[config.mk]
export PLATFORM = sky130hd
export DESIGN_NAME = score_display
export DESIGN_NICKNAME = d
export VERILOG_FILES = /design/src/rtl/score_disp_pkg.sv /design/src/rtl/score_seg_enc.sv /design/src/rtl/score_blink_timer.sv /design/src/rtl/score_display.sv
export SDC_FILE = /design/constraint.sdc
export NUM_CORES = 1
export LEC_CHECK = 0
export ABC_AREA = 1
export BUFFER_PORTS_ARGS = -buffer_cell sky130_fd_sc_hd__buf_4
export CAP_MARGIN = 20
export CORE_MARGIN = 4
export CORE_UTILIZATION = 51
export CTS_BUF_LIST = sky130_fd_sc_hd__clkbuf_4 sky130_fd_sc_hd__clkbuf_8 sky130_fd_sc_hd__clkbuf_16
export DETAILED_ROUTE_END_ITERATION = 10
export PLACE_DENSITY = 0.71
export SYNTH_ARGS = -nofsm -noshare
export SYNTH_HDL_FRONTEND = slang
export SYNTH_SLANG_ARGS = --single-unit
[constraint.sdc]
create_clock -name clk -period 3.51 [get_ports clk]
set_input_delay 0.702 -clock clk [delete_from_list [all_inputs] [get_ports clk]]
set_output_delay 0.702 -clock clk [all_outputs]
set_load 0.005 [all_outputs]
[src/rtl/score_disp_pkg.sv]
package score_disp_pkg;

    typedef logic [6:0] seg_t;

    localparam seg_t SEG_BLANK = 7'h7F;
    localparam seg_t SEG_DASH  = 7'h3F;

    typedef enum logic [2:0] {
        ST_IDLE,
        ST_OVF,
        ST_D3,
        ST_D2,
        ST_D1,
        ST_D0,
        ST_BLINK,
        ST_COPY
    } state_e;

    // Decimal weight of a digit position.
    function automatic int pos_weight(input logic [1:0] pos);
        case (pos)
            2'd0:    return 1;
            2'd1:    return 10;
            2'd2:    return 100;
            default: return 1000;
        endcase
    endfunction

    // Digit to active-low segment vector, bit 0 = a ... bit 6 = g.
    function automatic seg_t digit_seg(input logic [3:0] d);
        logic [6:0] lit;
        case (d)
            4'd0:    lit = 7'h3F;
            4'd1:    lit = 7'h06;
            4'd2:    lit = 7'h5B;
            4'd3:    lit = 7'h4F;
            4'd4:    lit = 7'h66;
            4'd5:    lit = 7'h6D;
            4'd6:    lit = 7'h7D;
            4'd7:    lit = 7'h07;
            4'd8:    lit = 7'h7F;
            4'd9:    lit = 7'h6F;
            default: lit = 7'h00;
        endcase
        return ~lit;
    endfunction

endpackage

[src/rtl/score_seg_enc.sv]
module score_seg_enc
    import score_disp_pkg::*;
(
    input  logic [3:0] digit,
    output seg_t       seg
);
    always_comb seg = digit_seg(digit);
endmodule

[src/rtl/score_blink_timer.sv]
module score_blink_timer #(
    parameter int INTERVAL = 4,
    parameter int COUNT    = 3
) (
    input  logic clk,
    input  logic rst,
    input  logic run,
    output logic tick,
    output logic phase_on,
    output logic last_rep
);
    localparam int CNT_W = (INTERVAL > 1) ? $clog2(INTERVAL) : 1;
    localparam int REP_W = $clog2(COUNT + 1);

    logic [CNT_W-1:0] cnt_q;
    logic [REP_W-1:0] rep_q;
    logic             phase_q;

    assign tick     = (cnt_q == CNT_W'(INTERVAL - 1));
    assign phase_on = phase_q;
    assign last_rep = (rep_q == REP_W'(COUNT - 1));

    always_ff @(posedge clk) begin
        if (rst || !run) begin
            cnt_q   <= '0;
            phase_q <= 1'b0;
            rep_q   <= '0;
        end else if (tick) begin
            cnt_q   <= '0;
            phase_q <= ~phase_q;
            if (phase_q) rep_q <= rep_q + 1'b1;
        end else begin
            cnt_q <= cnt_q + 1'b1;
        end
    end


    rep_bound_chk: assert property (@(posedge clk) disable iff (rst)
        run |-> (rep_q < REP_W'(COUNT)));


    phase_len_chk: assert property (@(posedge clk) disable iff (rst)
        (run && !tick) |=> (run -> $stable(phase_q)));

endmodule

[src/rtl/score_display.sv]
module score_display
    import score_disp_pkg::*;
#(
    parameter int SCORE_W        = 14,
    parameter int BLINK_INTERVAL = 4,
    parameter int BLINK_COUNT    = 3,
    parameter int JUMP_MIN       = 25,
    parameter int MAX_SHOWN      = 9999
) (
    input  logic               clk,
    input  logic               rst,
    input  logic [SCORE_W-1:0] score,
    output logic [6:0]         seg0,
    output logic [6:0]         seg1,
    output logic [6:0]         seg2,
    output logic [6:0]         seg3
);
    localparam int NDIG = 4;
    localparam logic [SCORE_W-1:0] JUMP_L = SCORE_W'(JUMP_MIN);
    localparam logic [SCORE_W-1:0] MAX_L  = SCORE_W'(MAX_SHOWN);

    state_e               state_q;
    logic [SCORE_W-1:0]   ref_q;
    logic [SCORE_W-1:0]   work_q;
    logic [NDIG-1:0][3:0] dig_q;
    logic                 blink_q;
    seg_t [NDIG-1:0]      disp_q;
    seg_t [NDIG-1:0]      shown;

    logic [1:0]           pos;
    logic [SCORE_W-1:0]   step;
    logic                 can_sub;
    logic                 tick, phase_on, last_rep;

    for (genvar i = 0; i < NDIG; i++) begin : g_enc
        score_seg_enc u_enc (.digit(dig_q[i]), .seg(shown[i]));
    end

    score_blink_timer #(.INTERVAL(BLINK_INTERVAL), .COUNT(BLINK_COUNT)) u_timer (
        .clk      (clk),
        .rst      (rst),
        .run      (state_q == ST_BLINK),
        .tick     (tick),
        .phase_on (phase_on),
        .last_rep (last_rep)
    );

    always_comb begin
        case (state_q)
            ST_D3:   pos = 2'd3;
            ST_D2:   pos = 2'd2;
            ST_D1:   pos = 2'd1;
            default: pos = 2'd0;
        endcase
        step    = SCORE_W'(pos_weight(pos));
        can_sub = (work_q >= step);
    end

    always_ff @(posedge clk) begin
        if (rst) begin
            state_q <= ST_IDLE;
            ref_q   <= '0;
            work_q  <= '0;
            dig_q   <= '0;
            blink_q <= 1'b0;
            disp_q  <= {NDIG{SEG_BLANK}};
        end else begin
            case (state_q)
                ST_IDLE: begin
                    if (score != ref_q) begin
                        ref_q   <= score;
                        work_q  <= score;
                        dig_q   <= '0;
                        blink_q <= (score > ref_q) && ((score - ref_q) >= JUMP_L);
                        state_q <= (score > MAX_L) ? ST_OVF : ST_D3;
                    end
                end
                ST_OVF: begin
                    disp_q  <= {NDIG{SEG_DASH}};
                    blink_q <= 1'b0;
                    state_q <= ST_IDLE;
                end
                ST_D3, ST_D2, ST_D1, ST_D0: begin
                    if (can_sub) begin
                        work_q     <= work_q - step;
                        dig_q[pos] <= dig_q[pos] + 4'd1;
                    end else begin
                        case (state_q)
                            ST_D3:   state_q <= ST_D2;
                            ST_D2:   state_q <= ST_D1;
                            ST_D1:   state_q <= ST_D0;
                            default: begin
                                if (blink_q) begin
                                    disp_q  <= {NDIG{SEG_BLANK}};
                                    state_q <= ST_BLINK;
                                end else begin
                                    state_q <= ST_COPY;
                                end
                            end
                        endcase
                    end
                end
                ST_BLINK: begin
                    if (tick) begin
                        if (!phase_on)     disp_q  <= shown;
                        else if (last_rep) state_q <= ST_COPY;
                        else               disp_q  <= {NDIG{SEG_BLANK}};
                    end
                end
                ST_COPY: begin
                    disp_q  <= shown;
                    state_q <= ST_IDLE;
                end
                default: state_q <= ST_IDLE;
            endcase
        end
    end

    assign seg0 = disp_q[0];
    assign seg1 = disp_q[1];
    assign seg2 = disp_q[2];
    assign seg3 = disp_q[3];


    reset_blank_chk: assert property (@(posedge clk)
        rst |=> (disp_q == {NDIG{SEG_BLANK}}));


    idle_hold_chk: assert property (@(posedge clk) disable iff (rst)
        (state_q == ST_IDLE && score == ref_q) |=> $stable(disp_q));


    ovf_dash_chk: assert property (@(posedge clk) disable iff (rst)
        (state_q == ST_OVF) |=> (disp_q == {NDIG{SEG_DASH}}));


    ovf_noblink_chk: assert property (@(posedge clk) disable iff (rst)
        (state_q == ST_OVF) |=> (state_q == ST_IDLE));


    ref_update_chk: assert property (@(posedge clk) disable iff (rst)
        (state_q == ST_IDLE && score != ref_q) |=> (ref_q == $past(score)));


    digit_range_chk: assert property (@(posedge clk) disable iff (rst)
        (dig_q[0] <= 4'd9) && (dig_q[1] <= 4'd9) && (dig_q[2] <= 4'd9) && (dig_q[3] <= 4'd9));

endmodule

==> run_results.csv, run 1 <==
group,metric,value,unit
synthesis,synth_largest_area_cell,"dfxtp_1",
floorplanning,die-height,126,µm
synthesis,muxShareOfSynthArea,0,%
floorplanning,placement_rows,42,
synthesis,syn-instance-count,1028,
setup_path,worst_path_dominant_cell_family,"simple AND/OR/NAND/NOR gates",
timing,final_max_slew_violation_count,0,
cells_and_area,antenna_cells_inserted,0,
setup_path,crit_path_start,"state_q[1]",
cells_and_area,design_area,7960,µm²
clocking,cts_hold_repair.buffers,0,
timing,grt_setup_unrepaired,"false",
setup_path,worst_path_largest_cell_delay,0.40,ns
global_route,grt_antenna_before_repair,0,
routing,vias_per_inst,5.24,
synthesis,area_contributors_post_synth,"dfxtp_1 (31%), nand2_1 (15%), ha_1 (8.5%), nand3_1 (7.9%), inv_1 (6.5%)",
clocking,htree_num_levels,3,
synthesis,post_synth.cell_area_avg,6.86,µm²
placement,place.gp.congestion,0.936,
synthesis,largest_family_of_logic_cells_by_synthesized_area,"simple AND/OR/NAND/NOR gates",
setup_path,crit_top_cell,"nand2_1",
global_route,grt_usage,20.9,%
clocking,clock_tree.root_cell,"clkbuf_16",
global_route,grt_start_max_net_pins,30,
placement,port-buffer-count,43,
floorplanning,die_w,126,µm
setup_path,timing.critical_path.from_type,"register",
pwr,static-leakage-power,3.92,nW
setup_path,worst-path-max-fanout,15,
timing,final_min_period_over_clock_period,91.0,%
floorplanning,design.core.area,13400,µm²
timing,setup_total_negative_slack,0,ns
worst_hold_path,hp-class,"reg -> reg",
floorplanning,start_util,52.6,%
synthesis,post_synth_xor_area_fraction,1.99,%
floorplanning,floorplan.io_pins,44,
routing,drc,0,
clocking,worstSkewPairLatency,0.35,ns
synthesis,yosys_warnings,0,
setup_path,endpoint_kind,"register",
synthesis,synth_nets,1094,
pwr,pwr_density_cell,1050,nW/µm²
synthesis,share_of_the_synthesized_area_in_compound_gates_ao_oa_aoi_oai,11.4,%
synthesis,ys_seq_area_share,30.9,%
synthesis,synth_area,7050,µm²
timing,max_slew_margin,34.2,%
routing,post_detailed_route_count_of_antenna_violating_nets,0,
setup_path,reg2reg_setup_slack,0.32,ns
outcome,run_status,"completed",
placement,detailed_place.area,7580,µm²
clocking,cts_inserted_buffers,9,
worst_hold_path,hold_start,"u_timer.cnt_q[0]",
flow_run,max_cap_viol_count,0,
synthesis,asyncSetResetFlopFracSynth,0,%
synthesis,yosys_register_bits,109,
synthesis,yosys.area_share.simple,36.4,%
setup_path,worst_endpoint_data_arrival_time,3.48,ns
setup_path,critical_path.slowest_cell,"dfxtp_2",
cells_and_area,synthToLayoutAreaGrowth,12.8,%
timing,final-hold-violation-count,0,
setup_path,worst-endpoint-required,3.80,ns
clocking,cts-root-to-sink-buffers,2,
placement,detailed_place_hpwl,12400,µm
timing,fmax,313,MHz
setup_path,worst_r2r_startpoint,"state_q[1]",
cells_and_area,num-nets-final,1141,
synthesis,ys_types,46,
timing,finalClockSkew,0.0101,ns
cells_and_area,final_layout_size_suffix_gt1_share,14.6,%
global_route,grt_remaining_overflow,0,
timing,worst_slew_pin_slew,0.984,ns
clocking,clock_sinks,109,
synthesis,synth.top_cell.area_share,30.9,%
routing,routedWlPerCell,13.0,µm
setup_path,worst-r2r-cell-count,23,
synthesis,number_of_enable_type_register_cells_in_the_synthesized_netlist,0,
clocking,cts_tree,"done",
synthesis,ys_dominant_reg_cell,"dfxtp_1",
routing,drt_first_iter_violations,455,
floorplanning,die_area,15800,µm²
worst_hold_path,whs_endpoint,"u_timer.cnt_q[0]",
pwr,worst_ir_drop_vdd,0.393,mV
synthesis,synthAdderAreaFrac,9.08,%
setup_path,critical_path.n_buffers_inverters,3,
setup_path,series_of_cell_instances_along_the_critical_path,"nor2_4 > buf_4 > nor2_2 > nand2_1 > ha_1 > nand2_1 > nand2_1 > nor2_1 > nand3_1 > nand2_1 > nor2_1 > nor2_2 > nand2_2 > nand2_4 > buf_12 > a22oi_1 > nor2_2 > ha_1 > inv_1 > nand4_1 > nand2_1 > nand2_1 > nand2_1",
global_route,grt_pass1_vias,5954,
clocking,cts.clk_slew.worst_paths,0.07,ns
timing,setup_viol,0,
global_route,wire_length_of_the_first_global_routing_pass,28100,µm
worst_hold_path,hold_depth,1,
routing,finalWirelength,16300,µm
routing,firstDrtPassIters,5,
setup_path,critPathKind,"reg -> reg",
timing,finalCriticalPeriod,3.19,ns
routing,number_of_vias_after_detailed_routing,6581,
[worst max path at each step]
stage	end	slack, ns	depth (start not counted)
2_1_floorplan	register	0.12	28
3_3_place_gp	register	0.15	17
3_5_place_dp	register	0.07	17
4_1_cts	register	0.08	24
5_1_grt	register	0.02	25
6_report	register	0.32	23
[through the flow]
stage / utilization, % / hold slack, ns / setup slack, ns / total power (W) / instances
2_1_floorplan: - / 0.402 / 0.121 / 0.00607 / 1028
3_3_place_gp: 56.6 / 0.416 / 0.148 / 0.00718 / 1236
3_5_place_dp: 56.6 / 0.417 / 0.0708 / 0.00722 / 1236
4_1_cts: 58.8 / 0.432 / 0.0841 / 0.00829 / 1252
5_1_grt: 59.4 / 0.453 / 0.0204 / 0.00927 / 1256
6_report: 59.4 / 0.426 / 0.317 / 0.00836 / 1256
[power breakdown]
part / internal (W) / total, W / leakage [nW] / switching (W)
combinational: 0.00196 / 0.00540 / 2.87 / 0.00344
clock: 0.000556 / 0.00103 / 0.146 / 0.000478
sequential: 0.00170 / 0.00192 / 0.905 / 0.000222
[placed cells by master, fill, tap and decap left out, drive strengths merged, types with 7 or more instances in the layout]
cell / n
nand2: 295
ha: 48
buf: 75
nand4: 30
nor3: 8
dfxtp: 109
a31oi: 7
a21oi: 58
o21ai: 52
nor2: 82
clkbuf: 9
inv: 132
nand3: 122
xor2: 10
[worst register-to-register path: stages (launching register included)]
cell and delay [ns]:
dfxtp_2 0.40, nor2_4 0.05, buf_4 0.13, nor2_2 0.11, nand2_1 0.11, ha_1 0.34
nand2_1 0.09, nand2_1 0.05, nor2_1 0.13, nand3_1 0.11, nand2_1 0.09, nor2_1 0.06
nor2_2 0.12, nand2_2 0.09, nand2_4 0.10, buf_12 0.15, a22oi_1 0.09, nor2_2 0.25
ha_1 0.28, inv_1 0.05, nand4_1 0.11, nand2_1 0.10, nand2_1 0.06, nand2_1 0.08
[synthesized netlist by cell type, types with 6 or more instances]
library cell,n
nand2_1,282
inv_1,122
nand3_1,112
dfxtp_1,109
nor2_1,65
a21oi_1,55
o21ai_0,50
ha_1,48
nand4_1,29
clkbuf_1,21
nor2_4,10
xor2_1,10
nand2_4,8
nor3_1,8
a31oi_1,7
buf_2,7
inv_2,7
nor2_2,7
buf_4,6
nand3_4,6
o211ai_1,6
xnor2_1,6
[what timing repair did]
| action | 4_1_cts | 5_1_grt |
|---|---|---|
| endpoints found under the setup margin | 0 | 26 |
| setup buffers | 0 | 4 |
| gates resized for setup | 0 | 14 |
[layout make-up]
cell class                 count  area (µm²)
fill                        1293        5450
multi-input combinational    748        4180
sequential                   109        2190
timing repair buffer          75         576
inverter                     132         498
clock buffer                   9         225
tap                          176         220
clock inverter                 7        73.8
[layer usage]
layer	share of wire [%]	GRT usage, %	wire, µm	vias to the layer above
li1	-	-	-	3427
met1	49	29.7	7980	3012
met2	45	32.9	7370	122
met3	4.1	3.43	672	20
met4	1.7	6.25	272	0
met5	0	0	0	-
[logic make-up (layout without fill, tap and decap cells)]
| logic type | count (synthesis) | after routing |
|---|---|---|
| AO/OA/AOI/OAI | 140 | 140 |
| XOR/XNOR | 16 | 16 |
| adder cells (fa/ha/maj) | 50 | 50 |
| buffers and inverters | 171 | 223 |
| flip-flops | 109 | 109 |
| AND/OR/NAND/NOR | 542 | 542 |
(Power assumes the default switching activity.)
==> run 2: changes to the inputs <==
Settings changed: CTS_CLUSTER_SIZE set to 20.
Clock period 3.51 ns to 2.6 ns, I/O delays scaled along.
==> run 2 against run 1 <==
The run now ends with negative setup slack left. Setup slack got worse by 1.3 ns. Maximum frequency decreased by 9.7%. Clock skew about the same. Sequential share of layout area fell by 6.5 points. First-iteration DRC count increased by 110%. Core utilization up 19 points. Non-clock buffer count grew 144. Worst hold slack lost 0.0074 ns. Count of clock-buffer cells in the layout up 2. Critical path depth up 3. Via count grew 25%. Critical path type unchanged.
==> run_results.csv, run 2 (synthesized netlist as in run 1, its figures left out) <==
group,metric,value,unit
timing,final-hold-violation-count,0,
outcome,run_status,"complete, but fails checks",
clocking,cts_tree,"done",
routing,routedWlPerCell,18.8,µm
setup_path,worst_path_largest_cell_delay,0.38,ns
timing,final_max_slew_violation_count,0,
routing,vias_per_inst,5.88,
setup_path,timing.critical_path.depth,26,
global_route,wire_length_of_the_first_global_routing_pass,33900,µm
floorplanning,floorplan.io_pins,44,
setup_path,endpoint_kind,"register",
global_route,grt_antenna_before_repair,0,
clocking,cts_inserted_buffers,9,
setup_path,worst-endpoint-required,2.86,ns
floorplanning,design.core.area,13400,µm²
global_route,grt_pass1_vias,7096,
timing,max_slew_margin,15.5,%
flow_run,max_cap_viol_count,0,
floorplanning,placement_rows,42,
clocking,htree_num_levels,3,
timing,worst_slew_pin_slew,1.26,ns
global_route,grt_start_max_net_pins,32,
cells_and_area,antenna_cells_inserted,0,
worst_hold_path,hp-class,"in -> reg",
floorplanning,die_area,15800,µm²
routing,finalWirelength,26300,µm
clocking,cts_hold_repair.buffers,0,
cells_and_area,final_layout_size_suffix_gt1_share,38.6,%
clocking,cts-root-to-sink-buffers,2,
cells_and_area,layout.cells.most_common_list,"nand2_1 (207), buf_4 (176), dfxtp_1 (107)",
floorplanning,start_util,52.6,%
setup_path,worst_endpoint_data_arrival_time,3.80,ns
timing,final_min_period_over_clock_period,136,%
timing,finalCriticalPeriod,3.54,ns
placement,port-buffer-count,43,
clocking,clock_tree.root_cell,"clkbuf_16",
outcome,violated_checks,"negative setup slack",
routing,drc,0,
timing,grt_setup_unrepaired,"true",
floorplanning,die-height,126,µm
cells_and_area,num-nets-final,1285,
setup_path,timing.critical_path.from_type,"register",
global_route,grt_usage,25.7,%
setup_path,worst-r2r-cell-count,26,
placement,detailed_place_hpwl,13500,µm
timing,setup_total_negative_slack,-48.37,ns
clocking,clock_sinks,109,
clocking,cts.clk_slew.worst_paths,0.08,ns
setup_path,critPathKind,"reg -> reg",
cells_and_area,synthToLayoutAreaGrowth,48.2,%
timing,post-route-worst-setup-slack,-0.938,ns
cells_and_area,layout_commonest_cell,"nand2_1",
floorplanning,die_w,126,µm
setup_path,worst_path_dominant_cell_family,"simple AND/OR/NAND/NOR gates",
routing,firstDrtPassIters,7,
timing,setup_viol,89,
routing,post_detailed_route_count_of_antenna_violating_nets,0,
setup_path,critical_path.n_buffers_inverters,6,
routing,number_of_vias_after_detailed_routing,8229,
global_route,grt_remaining_overflow,0,
timing,finalClockSkew,0.0101,ns
timing,fmax,283,MHz
setup_path,critical_path.slowest_cell,"dfxtp_4",
placement,place.gp.congestion,0.961,
routing,drt_first_iter_violations,956,
worst_hold_path,hold_depth,3,
clocking,worstSkewPairLatency,0.38,ns
setup_path,worst-path-max-fanout,9,
-- run 2: cell count changes in the layout (fill, tap and decap cells not counted), sizes merged --
cell,previous run,this run
clkinv,5,3
buf,75,217
clkbuf,9,13
inv,132,131
clkinvlp,1,2
-- run 2: final timing paths --
path	from	end	slack (ns)
setup / recovery	state_q[1]	register	-0.94
hold / removal	score[0]	work_q[0]	0.42
setup reg to reg	state_q[1]	register	-0.94
hold reg to reg	u_timer.cnt_q[0]	u_timer.cnt_q[0]	0.43
-- run 2: layout make-up --
| cell class | count | area, µm² |
|---|---|---|
| multi-input cells | 748 | 5190 |
| fillers | 838 | 2950 |
| clock inverters | 5 | 58.8 |
| inverters | 132 | 531 |
| flip-flops and latches | 109 | 2190 |
| well taps | 176 | 220 |
| repair buffers | 219 | 2020 |
| clock buffers | 11 | 240 |
-- run 2: worst reg2reg max path: stages (launching register included) --
cell and delay [ns]:
dfxtp_4 0.38, nor2_4 0.15, inv_2 0.07, o21ai_4 0.08
ha_4 0.15, inv_2 0.04, fa_2 0.37, inv_2 0.06
nor2_1 0.03, nor2_1 0.15, nand3_2 0.13, nand2_2 0.14
nor2_4 0.05, nor2_4 0.10, nand2_2 0.08, nand2_4 0.10
buf_12 0.12, nand2_8 0.10, nand2_4 0.12, nand2_4 0.06
nor2_4 0.21, inv_4 0.08, ha_4 0.25, inv_2 0.06
nand4_1 0.13, nand2_1 0.14, nand2_1 0.07
-- run 2: metal layers --
layer | vias up | wire length, µm | part of all wire (%) | track usage, %
li1 | 3718 | - | - | -
met1 | 3792 | 10200 | 39 | 34.8
met2 | 549 | 12100 | 46 | 42.4
met3 | 170 | 2460 | 9.3 | 4.74
met4 | 0 | 1590 | 6.0 | 6.89
met5 | - | 0 | 0 | 0
-- run 2: timing repair --
action	CTS	global route
pin swaps	56	68
buffers inserted	25	28
resized for setup	140	164
endpoints found under the setup margin	88	89
endpoints found under the hold margin	0	0
cloned	6	2
-- run 2: metrics by stage --
| step | util (%) | instances | setup slack, ns | hold WS [ns] | area [µm²] |
|---|---|---|---|---|---|
| floorplan | - | 1028 | -0.700 | 0.402 | 7180 |
| global placement | 63.0 | 1332 | -0.591 | 0.419 | 8440 |
| CTS | 71.3 | 1375 | -0.507 | 0.416 | 9550 |
| global route | 78.0 | 1400 | -1.05 | 0.428 | 10500 |
| finish | 78.0 | 1400 | -0.938 | 0.418 | 10500 |
| detailed placement | 63.0 | 1332 | -0.670 | 0.415 | 8440 |
Power of run 2 is not shown: default switching activity piles up to over one toggle a cycle in this logic, so the estimate is an artifact.
==> run 3: changes to the inputs <==
Settings changed: CAP_MARGIN 20 to not set, SKIP_LAST_GASP set to 1.
==> run 3 against run 2 <==
The flow still finishes with violations (negative setup slack). Clock skew about the same. Final cell count shrank 0.21%. Maximum frequency increased by 0.21%.
==> run_results.csv, run 3 (synthesized netlist as in run 1, its figures left out) <==
group,metric,value,unit
outcome,run_status,"complete, but fails checks",
outcome,violated_checks,"negative setup slack",
placement,dp_cells,1332,
placement,placement.setup.worst_slack,-0.670,ns
clocking,cts_inserted_buffers,9,
cells_and_area,design_area,10300,µm²
floorplanning,die_area,15800,µm²
timing,final_max_slew_violation_count,0,
setup_path,endpoint_kind,"register",
routing,drc,0,
timing,worst_slew_pin_slew,1.15,ns
timing,finalHoldWorstSlack,0.417,ns
timing,fmax,283,MHz
global_route,grt_usage,25.6,%
setup_path,worst-endpoint-required,2.85,ns
clocking,clock_tree.root_cell,"clkbuf_16",
placement,detailed_place.area,8440,µm²
timing,final_min_period_over_clock_period,136,%
global_route,wire_length_of_the_first_global_routing_pass,33800,µm
routing,routedWlPerCell,18.0,µm
global_route,grt_antenna_before_repair,0,
floorplanning,start_util,52.6,%
setup_path,worst-r2r-cell-count,27,
pwr,worst_ir_drop_vdd,0.684,mV
timing,setup_viol,89,
routing,number_of_vias_after_detailed_routing,8073,
setup_path,timing.critical_path.from_type,"register",
clocking,worstSkewPairLatency,0.37,ns
clocking,clock_sinks,109,
pwr,static-leakage-power,4.84,nW
placement,port-buffer-count,43,
routing,firstDrtPassIters,6,
cells_and_area,multiInputGateArea,5100,µm²
timing,final-hold-violation-count,0,
cells_and_area,layout.cells.most_common_list,"nand2_1 (215), buf_4 (176), dfxtp_1 (107)",
floorplanning,die_w,126,µm
cells_and_area,final_cells,1397,
placement,detailed_place_hpwl,13500,µm
routing,finalWirelength,25100,µm
setup_path,worst-path-max-fanout,8,
floorplanning,placement_rows,42,
floorplanning,die-height,126,µm
timing,post-route-worst-setup-slack,-0.930,ns
cells_and_area,layout_commonest_cell,"nand2_1",
floorplanning,design.core.area,13400,µm²
cells_and_area,fill_cells,883,
worst_hold_path,hp-class,"in -> reg",
routing,drt_first_iter_violations,1024,
clocking,cts_hold_repair.buffers,0,
cells_and_area,antenna_cells_inserted,0,
setup_path,worst_endpoint_data_arrival_time,3.78,ns
cells_and_area,final_layout_size_suffix_gt1_share,36.8,%
cells_and_area,num-nets-final,1282,
timing,max_slew_margin,22.8,%
global_route,grt_start_max_net_pins,32,
timing,finalClockSkew,0.00970,ns
timing,finalCriticalPeriod,3.53,ns
routing,vias_per_inst,5.78,
floorplanning,floorplan.io_pins,44,
global_route,grt_pass1_vias,7081,
flow_run,max_cap_viol_count,0,
clocking,htree_num_levels,3,
clocking,cts.clk_slew.worst_paths,0.08,ns
clocking,cts-root-to-sink-buffers,2,
cells_and_area,area.sequential,2190,µm²
cells_and_area,synthToLayoutAreaGrowth,45.8,%
pwr,pwr_density_cell,1620,nW/µm²
global_route,grt_remaining_overflow,0,
timing,grt_setup_unrepaired,"true",
worst_hold_path,hold_depth,3,
routing,post_detailed_route_count_of_antenna_violating_nets,0,
clocking,cts_tree,"done",
placement,place.gp.congestion,0.961,
setup_path,critPathKind,"reg -> reg",
==> run 3: cell count changes in the layout (fill, tap and decap cells not counted), moves of 3 or more <==
cell     delta
ha_4        -3
nand3_2     -3
o21ai_0     +3
ha_1        +4
nand2_2     -8
inv_1       +5
nand2_1     +8
inv_4       -4
==> run 3: final cells by class <==
type / count / area share [%]
clock buffer: 11 / 2.34
multi-input combinational: 748 / 49.6
sequential: 109 / 21.3
timing repair buffer: 216 / 19.0
tap: 176 / 2.14
inverter: 132 / 5.06
clock inverter: 5 / 0.572
==> run 3: power breakdown <==
group | total [W] | switching, W | internal (W)
Sequential | 0.00268 | 0.000380 | 0.00230
Combinational | 0.0125 | 0.00712 | 0.00541
Clock | 0.00145 | 0.000682 | 0.000772
==> run 3: what timing repair did <==
item,CTS,global route
gates resized for setup,136,132
endpoints found under the setup margin,88,89
pin swaps,56,45
gates cloned,6,0
buffers inserted,25,28
==> run 3: worst paths after layout <==
path | from | to | slack [ns]
worst min register to register | u_timer.cnt_q[0] | u_timer.cnt_q[0] | 0.43
worst min-delay path | score[0] | work_q[0] | 0.42
worst max register to register | state_q[1] | register | -0.93
worst max-delay path | state_q[1] | register | -0.93
==> run 3: routing by layer <==
layer  GRT usage [%]  up-vias  wire [µm]
met2            42.2      485      11900
met4            6.89        0       1330
met5               0        -          0
li1                -     3728          -
met3            4.74      139       2190
met1            34.7     3721       9730
==> run 3: worst max-delay path, cell delays in order (launching register included) <==
cell     delay (ns)
dfxtp_4        0.38
nor2_4         0.14
inv_2          0.07
o21ai_4        0.08
ha_4           0.15
inv_2          0.04
fa_2           0.35
inv_2          0.05
nor2_1         0.03
nor2_1         0.20
nand3_2        0.13
nand2_2        0.13
nor2_4         0.05
nor2_4         0.10
nand2_2        0.08
nand2_4        0.10
buf_12         0.11
nand2_8        0.10
nand2_2        0.12
nand2_2        0.10
nor2_4         0.19
inv_2          0.09
ha_4           0.27
inv_1          0.04
nand4_1        0.09
nand2_1        0.07
nand2_1        0.07
nand2_1        0.08
==> run 3: per-stage QoR <==
step	util (%)	setup TNS, ns	total power [W]
floorplan	-	-22.67	0.00842
global placement	63.0	-30.30	0.0110
detailed placement	63.0	-33.58	0.0111
CTS	71.2	-21.99	0.0142
global route	76.7	-54.94	0.0177
finish	76.7	-47.94	0.0167
